<file path="src/rtl/spi_hs_pkg.sv">
// Shared definitions for the serial master.
// Assumes: nothing beyond the parameters of the instantiating module.
package spi_hs_pkg;
    // Controller phases of one transfer.
    typedef enum logic [2:0] {
        ST_IDLE,
        ST_LEAD,
        ST_WAIT,
        ST_SHIFT,
        ST_TAIL
    } spi_st_e;

    // Fixed system-clock lead after the ready input is seen high.
    localparam int unsigned ENA_LEAD = 3;
    // Minimum select-to-first-edge delay in system clocks.
    localparam int unsigned CS_BASE  = 2;
endpackage

</file>
<file path="src/rtl/spi_hs_ctrl.sv">
// Sequencer of the serial master: handles acceptance, the select and
// ready lead delays, serial clock generation, the post-word tail and
// back-to-back decisions. It emits per-edge launch/sample strobes.
// Assumes: cfg_* stable while busy, cfg_div even and >= 2, ena synchronous.
module spi_hs_ctrl
    import spi_hs_pkg::*;
#(
    parameter int DIV_W  = 8,
    parameter int DLY_W  = 5,
    parameter int WORD_W = 8
) (
    input  logic             clk,
    input  logic             rst_n,
    input  logic             cfg_cpol,
    input  logic             cfg_cpha,
    input  logic             cfg_use_cs,
    input  logic             cfg_use_ena,
    input  logic [DIV_W-1:0] cfg_div,
    input  logic [DLY_W-1:0] cfg_cs_dly,
    input  logic             tx_valid,
    output logic             tx_ready,
    input  logic             ena,
    output logic             load,
    output logic             launch,
    output logic             sample,
    output logic             finish,
    output logic             sclk,
    output logic             cs_n
);
    localparam int EDGES  = 2 * WORD_W;
    localparam int ECNT_W = $clog2(EDGES + 1);
    localparam int CNT_W  = ((DIV_W > DLY_W) ? DIV_W : DLY_W) + 2;

    spi_st_e            st;
    logic [CNT_W-1:0]   cnt;
    logic [ECNT_W-1:0]  ecnt;
    logic               to_ena;
    logic               sclk_q;
    logic               cs_n_q;

    logic [CNT_W-1:0]   half;
    logic [CNT_W-1:0]   pha_add;
    logic [CNT_W-1:0]   cs_pha;
    logic [CNT_W-1:0]   d_ena_m1;
    logic [CNT_W-1:0]   d_cs_m1;
    logic [CNT_W-1:0]   tail_m1;
    logic [ECNT_W-1:0]  edge_n;
    logic               cnt_zero;
    logic               accept;
    logic               tgl;
    logic               last_edge;
    logic               ena_path;

    // Derive lead, tail and half-bit counts from the configuration.
    always_comb begin
        half     = CNT_W'(cfg_div >> 1);
        pha_add  = cfg_cpha ? half : '0;
        cs_pha   = cfg_use_ena ? '0 : pha_add;
        d_ena_m1 = CNT_W'(ENA_LEAD - 1) + pha_add;
        d_cs_m1  = CNT_W'(CS_BASE - 1) + CNT_W'(cfg_cs_dly) + cs_pha;
        tail_m1  = cfg_cpha ? '0 : half;
    end

    // Handshake and edge-event decode.
    always_comb begin
        cnt_zero  = (cnt == '0);
        tx_ready  = (st == ST_IDLE) || ((st == ST_TAIL) && cnt_zero);
        accept    = tx_valid && tx_ready;
        tgl       = cnt_zero && (((st == ST_LEAD) && !to_ena) || (st == ST_SHIFT));
        edge_n    = ecnt + 1'b1;
        last_edge = (edge_n == ECNT_W'(EDGES));
        ena_path  = cfg_use_ena && (!cfg_use_cs || !cs_n_q);
        load      = accept;
        finish    = (st == ST_TAIL) && cnt_zero;
        launch    = tgl && (cfg_cpha ? (edge_n[0] && (edge_n != ECNT_W'(1)))
                                     : (!edge_n[0] && !last_edge));
        sample    = tgl && (cfg_cpha ? !edge_n[0] : edge_n[0]);
    end

    // Transfer sequencer: state, delay counter, edge count and pins.
    always_ff @(posedge clk) begin
        if (!rst_n) begin
            st     <= ST_IDLE;
            cnt    <= '0;
            ecnt   <= '0;
            to_ena <= 1'b0;
            sclk_q <= 1'b0;
            cs_n_q <= 1'b1;
        end else if (accept) begin
            cs_n_q <= !cfg_use_cs;
            ecnt   <= '0;
            if (ena_path) begin
                to_ena <= 1'b0;
                if (ena) begin
                    st  <= ST_LEAD;
                    cnt <= d_ena_m1;
                end else begin
                    st  <= ST_WAIT;
                end
            end else begin
                st     <= ST_LEAD;
                cnt    <= d_cs_m1;
                to_ena <= cfg_use_ena;
            end
        end else begin
            case (st)
                ST_IDLE: begin
                    sclk_q <= cfg_cpol;
                end
                ST_WAIT: begin
                    if (ena) begin
                        st  <= ST_LEAD;
                        cnt <= d_ena_m1;
                    end
                end
                ST_LEAD, ST_SHIFT: begin
                    if (!cnt_zero) begin
                        cnt <= cnt - 1'b1;
                    end else if (st == ST_LEAD && to_ena) begin
                        st     <= ST_WAIT;
                        to_ena <= 1'b0;
                    end else begin
                        sclk_q <= ~sclk_q;
                        ecnt   <= edge_n;
                        if (last_edge) begin
                            st  <= ST_TAIL;
                            cnt <= tail_m1;
                        end else begin
                            st  <= ST_SHIFT;
                            cnt <= half - 1'b1;
                        end
                    end
                end
                ST_TAIL: begin
                    if (!cnt_zero) begin
                        cnt <= cnt - 1'b1;
                    end else begin
                        st     <= ST_IDLE;
                        cs_n_q <= 1'b1;
                    end
                end
                default: st <= ST_IDLE;
            endcase
        end
    end

    assign sclk = sclk_q;
    assign cs_n = cs_n_q;


    edge_bound_chk: assert property (@(posedge clk) disable iff (!rst_n)
        ecnt <= ECNT_W'(EDGES));


    wait_hold_chk: assert property (@(posedge clk) disable iff (!rst_n)
        (st == ST_WAIT) |=> $stable(sclk_q));


    no_cs_chk: assert property (@(posedge clk) disable iff (!rst_n)
        !cfg_use_cs |-> cs_n_q);


    cs_release_chk: assert property (@(posedge clk) disable iff (!rst_n)
        $rose(cs_n_q) |-> (st == ST_IDLE));


    tail_hold_chk: assert property (@(posedge clk) disable iff (!rst_n)
        ((st == ST_TAIL) && !cnt_zero) |=> $stable(sclk_q));
endmodule

</file>
<file path="src/rtl/spi_hs_shift.sv">
// Data path of the serial master: transmit and receive shift registers.
// Shifts MSB first on strobes from the sequencer; presents the received
// word with a one-cycle done pulse.
// Assumes: load, launch and sample never coincide; 8 samples per word.
module spi_hs_shift #(
    parameter int WORD_W = 8
) (
    input  logic              clk,
    input  logic              rst_n,
    input  logic              load,
    input  logic [WORD_W-1:0] ld_word,
    input  logic              launch,
    input  logic              sample,
    input  logic              finish,
    input  logic              miso,
    output logic              mosi,
    output logic [WORD_W-1:0] rx_word,
    output logic              rx_done
);
    logic [WORD_W-1:0] tx_sr;
    logic [WORD_W-1:0] rx_sr;
    logic              mosi_q;

    // Shift out on load/launch, shift in on sample, publish on finish.
    always_ff @(posedge clk) begin
        if (!rst_n) begin
            tx_sr   <= '0;
            rx_sr   <= '0;
            mosi_q  <= 1'b0;
            rx_word <= '0;
            rx_done <= 1'b0;
        end else begin
            rx_done <= finish;
            if (finish) begin
                rx_word <= rx_sr;
            end
            if (load) begin
                mosi_q <= ld_word[WORD_W-1];
                tx_sr  <= {ld_word[WORD_W-2:0], 1'b0};
            end else if (launch) begin
                mosi_q <= tx_sr[WORD_W-1];
                tx_sr  <= {tx_sr[WORD_W-2:0], 1'b0};
            end
            if (sample) begin
                rx_sr <= {rx_sr[WORD_W-2:0], miso};
            end
        end
    end

    assign mosi = mosi_q;


    done_pulse_chk: assert property (@(posedge clk) disable iff (!rst_n)
        rx_done |=> !rx_done);
endmodule

</file>
<file path="src/rtl/spi_hs_master.sv">
// Top of the serial master: ties the sequencer to the shift data path.
// Assumes: configuration changes only while idle; cfg_div even and >= 2.
module spi_hs_master #(
    parameter int DIV_W  = 8,
    parameter int DLY_W  = 5,
    parameter int WORD_W = 8
) (
    input  logic              clk,
    input  logic              rst_n,
    input  logic              cfg_cpol,
    input  logic              cfg_cpha,
    input  logic              cfg_use_cs,
    input  logic              cfg_use_ena,
    input  logic [DIV_W-1:0]  cfg_div,
    input  logic [DLY_W-1:0]  cfg_cs_dly,
    input  logic              tx_valid,
    input  logic [WORD_W-1:0] tx_data,
    output logic              tx_ready,
    output logic [WORD_W-1:0] rx_data,
    output logic              rx_done,
    output logic              sclk,
    output logic              mosi,
    input  logic              miso,
    output logic              cs_n,
    input  logic              ena
);
    logic load, launch, sample, finish;

    spi_hs_ctrl #(.DIV_W(DIV_W), .DLY_W(DLY_W), .WORD_W(WORD_W)) ctrl_i (
        .clk         (clk),
        .rst_n       (rst_n),
        .cfg_cpol    (cfg_cpol),
        .cfg_cpha    (cfg_cpha),
        .cfg_use_cs  (cfg_use_cs),
        .cfg_use_ena (cfg_use_ena),
        .cfg_div     (cfg_div),
        .cfg_cs_dly  (cfg_cs_dly),
        .tx_valid    (tx_valid),
        .tx_ready    (tx_ready),
        .ena         (ena),
        .load        (load),
        .launch      (launch),
        .sample      (sample),
        .finish      (finish),
        .sclk        (sclk),
        .cs_n        (cs_n)
    );

    spi_hs_shift #(.WORD_W(WORD_W)) shift_i (
        .clk     (clk),
        .rst_n   (rst_n),
        .load    (load),
        .ld_word (tx_data),
        .launch  (launch),
        .sample  (sample),
        .finish  (finish),
        .miso    (miso),
        .mosi    (mosi),
        .rx_word (rx_data),
        .rx_done (rx_done)
    );
endmodule

</file>
<file path="config.mk">
export PLATFORM = sky130hd
export DESIGN_NAME = spi_hs_master
export DESIGN_NICKNAME = d
export VERILOG_FILES = /design/src/rtl/spi_hs_pkg.sv /design/src/rtl/spi_hs_ctrl.sv /design/src/rtl/spi_hs_shift.sv /design/src/rtl/spi_hs_master.sv
export SDC_FILE = /design/constraint.sdc
export NUM_CORES = 1
export LEC_CHECK = 0
export BUFFER_PORTS_ARGS = -buffer_cell sky130_fd_sc_hd__buf_2
export CAP_MARGIN = 0
export CORE_ASPECT_RATIO = 0.9
export CORE_UTILIZATION = 30
export CTS_CLUSTER_SIZE = 12
export DETAILED_ROUTE_END_ITERATION = 12
export GPL_ROUTABILITY_DRIVEN = 0
export PLACE_DENSITY = 0.45
export SLEW_MARGIN = 15
export SYNTH_ARGS = -nofsm -noshare
export SYNTH_HDL_FRONTEND = slang
export SYNTH_HIERARCHICAL = 1
export SYNTH_SLANG_ARGS = --single-unit
</file>
<file path="constraint.sdc">
create_clock -name clk -period 8.25 [get_ports clk]
set_clock_uncertainty 0.15 [all_clocks]
set_input_delay 0 -clock clk [delete_from_list [all_inputs] [get_ports clk]]
set_output_delay 0 -clock clk [all_outputs]
set_load 0.005 [all_outputs]
</file>
[After elaboration in Yosys (flattened, before gate mapping)]
Index checks and enable logic that the tools add are counted.
Word-level totals
  output and inout port bits: 13
  register bits after elaboration: 46
  bits of input ports: 30
  word-level logic and storage cells: 107
Operators by class
  equality and inequality tests: 14
  bitwise operators: 4
  add/subtract/negate cells: 6
  reductions and logical operators: 35
  multiplexer cells: 37
Operator list (count)
  10-bit two-way mux: 8
  10-bit case mux with 3 select lines: 1
  3-bit two-way mux: 6
  8-bit two-way mux: 2
  1-bit two-way mux: 14
  7-bit two-way mux: 2
  3-bit case mux with 4 select lines: 1
  2-bit nonzero test: 6
  10-bit adder: 1
  2-bit by 10-bit adder with 10-bit output, first input constant: 1
  1-bit logical AND: 10
  10-bit logical NOT: 1
  10-bit by 1-bit subtractor with 10-bit output, second input constant: 1
  3-bit AND reduction: 3
  4-bit AND reduction: 2
  7-bit by 1-bit subtractor with 8-bit output, second input constant: 1
  1-bit by 5-bit adder with 6-bit output, first input constant: 1
  3-bit by 2-bit == test with 1-bit output, second input constant: 2
  3-bit by 1-bit != test with 1-bit output, second input constant: 2
  5-bit by 1-bit adder with 5-bit output, second input constant: 1
  5-bit == test, second input constant: 1
  1-bit logical NOT: 5
  5-bit by 1-bit != test with 1-bit output, second input constant: 1
  2-bit two-way mux: 2
  14 further kinds: 21

[Logic depth before layout (Yosys ltp)]
  depth in word-level cells: 8
  depth in mapped cells: 12
  mapped depth without buffers: 10

[Modules after synthesis]
The synthesis kept the hierarchy.
By module, submodules not included
  spi_hs_ctrl: cells each 357, area an instance 2512.4 um^2, sequential area each 420.4 um^2, instances 1
  spi_hs_shift: cells each 88, area an instance 1039.7 um^2, sequential area each 500.5 um^2, instances 1

[Least setup slack after synthesis]
Ideal clock, no wire load.
  path kind: reg-to-reg
  from: register ctrl_i.cnt[0]
  to: register shift_i.mosi_q, in the netlist shift_i/mosi
  path slack: 5.588 ns
  setup time: 0.116 ns
  data arrival time: 2.396 ns
  cell stages (with the launch flop): 10
  buffers on the path: 1
  clock period less this slack: 2.662 ns
  required time: 7.984 ns
  cells stage by stage: dfxtp_1 inv_1 ha_1 or3b_2 nor4_2 nand2_1 nor2_1 buf_6 mux2_4 o211a_1
Between the ends
  elaborated cells between the ends (all ways): 8
  those cells by class: mux: 1; reduce/logical: 7
RTL lines
  start, declared: RTL line spi_hs_ctrl.sv:35  | logic [CNT_W-1:0] cnt;
  start signal, assigned: RTL line spi_hs_ctrl.sv:96  | cnt <= d_ena_m1;
  start signal, assigned: RTL line spi_hs_ctrl.sv:102  | cnt <= d_cs_m1;
  start signal, assigned: RTL line spi_hs_ctrl.sv:113  | cnt <= d_ena_m1;
  10-bit logical NOT: RTL line spi_hs_ctrl.sv:66  | cnt_zero = (cnt == '0);
  1-bit logical AND: RTL line spi_hs_ctrl.sv:69  | tgl = cnt_zero && (((st == ST_LEAD) && !to_ena) || (st == ST_SHIFT));
  1-bit logical AND: RTL line spi_hs_ctrl.sv:75  | launch = tgl && (cfg_cpha ? (edge_n[0] && (edge_n != ECNT_W'(1)))
  net launch: RTL line spi_hs_master.sv:27  | logic load, launch, sample, finish;
  2-bit nonzero test (no source line)
  end signal, assigned: RTL line spi_hs_shift.sv:38  | mosi_q <= ld_word[WORD_W-1];
  end signal, assigned: RTL line spi_hs_shift.sv:41  | mosi_q <= tx_sr[WORD_W-1];
  end, declared: RTL line spi_hs_shift.sv:22  | logic mosi_q;
The timed path passes the listed nets, and every way through them passes these cells.
A chain may end at the register's enable or synchronous reset.

[Worst setup path after layout]
  from: register ctrl_i.cnt[0]
  to: register ctrl_i.cnt[5]
Between the ends
  word-level cells in the longest chain between the ends: 6
  elaborated cells between the ends (all ways): 13
  those cells by class: add/sub: 1; eq/ne: 2; mux: 4; reduce/logical: 6
RTL lines
  10-bit logical NOT (*): RTL line spi_hs_ctrl.sv:66
  1-bit logical AND (*): RTL line spi_hs_ctrl.sv:67  | tx_ready = (st == ST_IDLE) || ((st == ST_TAIL) && cnt_zero);
  1-bit logical OR (*): RTL line spi_hs_ctrl.sv:67
  1-bit logical AND (*): RTL line spi_hs_ctrl.sv:68  | accept = tx_valid && tx_ready;
  net load: RTL line spi_hs_master.sv:27
  4-bit != test (no source line), or another cell as far along
  3-bit AND reduction (no source line)
The timed path passes the listed nets; every way through them passes the cells marked *. The select of a mux whose other input is x is not followed.

==> impl_metrics.ini <==
[run_status]
status = completed

[cts]
root_buffer = clkbuf_16
hold_buffers = 13
clockBufferDepth = 2
cts_setup_buffers = 0
cts_tree = done
post_cts_resize_count = 0
cts_made_buffers = 5
cts-htree-levels = 2
clock_latency_ns = 0.30
clock-sinks = 46
clk_pin_slew_ns = 0.07

[sta]
fin_crit_ns = 3.71
worst_pin_slew_ns = 1.06
final.period_utilization_pct = 45.0
finalHoldWorstSlack_ns = 0.0740
fmax_mhz = 269
tns_ns = 0
timing.final.hold_violations = 0
maxSlewHeadroom_pct = 28.9
grt_setup_unrepaired = no
final-max-slew-violation-count = 0
setup-violations-final = 0

[logic_synthesis]
synth_edf_count = 0
syn_area_per_cell_um2 = 7.98
async_flop_share_pct = 0
yosys_warnings = 6
ys.flop_type = dfxtp_1
post_synth_num_cell_types = 66
synth-seq-cells = 46
synth_nets = 488
netlist_instances = 445
yosysSeqAreaShare_pct = 25.9
netlist_area_mm2 = 0.00355

[floorplan]
dieArea_mm2 = 0.0123
rows = 37
start_util_pct = 30.9
die_y_um = 105
ios = 43
core_area_mm2 = 0.0115
dieWidth_um = 117

[global_route]
use_met2_pct = 26.0
grt_pass1_wl_mm = 16.8
grt_pass1_vias = 3125
grt_max_degree = 34
antenna_found_initial = 0
grt_most_used_layer = met1
track_usage_pct = 17.8
use_met1_pct = 26.4
overflow = 0
grtUsageMet3_pct = 2.99

[critical_path]
crit_path_start = ctrl_i/cnt[0]$_SDFFE_PN0P_
rr_worst_depth = 9
crit_fanout = 28
criticalPathCategory = register to register
r2r-start = ctrl_i/cnt[0]$_SDFFE_PN0P_
cp.arrival_ns = 3.81
reg2reg_to = ctrl_i/cnt[5]$_SDFFE_PN0P_
rrSetupSlack_ns = 4.54
crit_required_ns = 8.35
critPathLaunchType = register
crit_path_end_kind = register
crit_end = ctrl_i/cnt[5]$_SDFFE_PN0P_

[min_path]
holdCritPathClass = input port to register
min_from = tx_valid

[power]
internal-power_uw = 631
combPwrFrac_pct = 54.0
leakage_nw = 1.58
powerDensity_mw_per_mm2 = 290
p_clk_share_pct = 18.0
power_switching_uw = 552
vdd_drop_max_mv = 0.103
seqPwrFrac_pct = 28.0
report.power.total_mw = 1.18
swShare_pct = 46.7

[cells_and_area]
n_antenna_cell = 0
final_area_mm2 = 0.00408
fin_util_pct = 35.5
syn2layout_area_growth_pct = 14.8
layout-drive-gt1-share_pct = 13.8
fin_nets = 522

[run]
drv_cap = 0

[route]
routedWlPerCell_um = 16.7
vias = 3379
via_per_inst = 5.31
wirelength_mm = 10.6
dr.pass1.iters = 5
drtIter0Drc = 177
drc = 0
drtAntennaViolNets = 0

[place]
dp_hpwl_mm = 7.42
io_buffer_count = 41
placed_cell_area_mm2 = 0.00380
==> per-stage QoR <==
stage | worst slack [ns] | std cells
floorplan | 5.59 | 445
global placement | 4.59 | 615
detailed placement | 4.58 | 615
CTS | 4.56 | 636
global route | 4.20 | 636
finish | 4.54 | 636
==> power by group through the flow <==
stage / Combinational (mW) / Sequential, mW / Clock (mW)
final: 0.639 / 0.331 / 0.213
after global routing: 0.708 / 0.338 / 0.229
after floorplan: 0.524 / 0.299 / 0
after global placement: 0.625 / 0.331 / 0
after detailed placement: 0.627 / 0.333 / 0
after CTS: 0.636 / 0.329 / 0.219
==> sequential cells by signal, summed over array words and instances, names as in the netlist <==
register	flops
ctrl_i/cs_n	1
shift_i/mosi	1
ctrl_i/cnt	10
ctrl_i/sclk	1
ctrl_i/ecnt	5
shift_i/tx_sr	7
shift_i/rx_done	1
ctrl_i/st	3
shift_i/rx_word	8
ctrl_i/to_ena	1
shift_i/rx_sr	8
==> layer usage <==
metal / vias up / wire length (um)
li1: 1673 / -
met1: 1586 / 5390
met2: 106 / 4430
met3: 14 / 583
met4: 0 / 190
met5: - / 0
==> Yosys cell counts, types with 9 or more instances <==
cell / number / area, um2
o211a_1: 9 / 90.1
or3_1: 9 / 56.3
clkbuf_1: 12 / 45.0
a21oi_1: 26 / 130
nand2b_1: 16 / 100
nand2_1: 36 / 135
nor2_1: 45 / 169
mux2i_1: 25 / 250
dfxtp_1: 46 / 921
nor3_1: 10 / 50.1
nor2b_1: 21 / 131
ha_1: 12 / 150
o21ai_0: 18 / 90.1
nand3_1: 11 / 55.1
inv_1: 18 / 67.6
==> worst max-delay path: stages (launching register included) <==
cell     delay, ns
dfxtp_1       0.36
inv_1         0.13
ha_1          0.19
or3b_2        0.54
o31ai_2       0.29
nand2_1       0.44
inv_1         0.84
o21ai_0       0.21
nor3_1        0.32
o31a_1        0.18
==> area by class of cell <==
class | count | area, um2
Timing Repair Buffer | 54 | 335
Tap cell | 156 | 195
Inverter | 18 | 67.6
Clock buffer | 5 | 125
Multi-Input combinational cell | 354 | 2410
Sequential cell | 46 | 921
Clock inverter | 3 | 23.8
Fill cell | 1282 | 7400
==> placed cells by master (no fill, tap or decap), drive strengths merged, types with 5 or more instances in the layout <==
master / instances
inv: 19
or3: 10
xor2: 6
xnor2: 7
clkbuf: 5
buf: 41
nand2b: 16
dlygate4sd3: 13
o211a: 9
a21oi: 26
mux2i: 25
a31oi: 7
dfxtp: 46
nor3: 12
and2: 8
a211oi: 5
o21ai: 18
mux2: 7
a211o: 6
nor2: 45
nand2: 36
nand3: 11
nor2b: 21
ha: 12
==> how the worst min path moves through the flow <==
stage | end | slack, ns | depth (start not counted)
final | ctrl_i/st[1]$_SDFFE_PN0P_ | 0.07 | 5
after global routing | ctrl_i/cnt[3]$_SDFFE_PN0P_ | 0.09 | 4
after CTS | ctrl_i/st[1]$_SDFFE_PN0P_ | 0.05 | 5
after detailed placement | shift_i/tx_sr[1]$_SDFFE_PN0P_ | 0.13 | 3
after global placement | shift_i/rx_sr[0]$_SDFFE_PN0P_ | 0.11 | 3
after floorplan | ctrl_i/cnt[0]$_SDFFE_PN0P_ | -0.02 | 1
==> kinds of logic after synthesis <==
kind of cell | synth area share (%)
compound gates | 21.7
buf+inv | 6.23
mux | 10.0
xor+xnor | 3.21
simple gates | 28.1
fa+ha+maj | 4.79
flops | 25.9
Note: power is estimated with default switching activity, not from simulation.
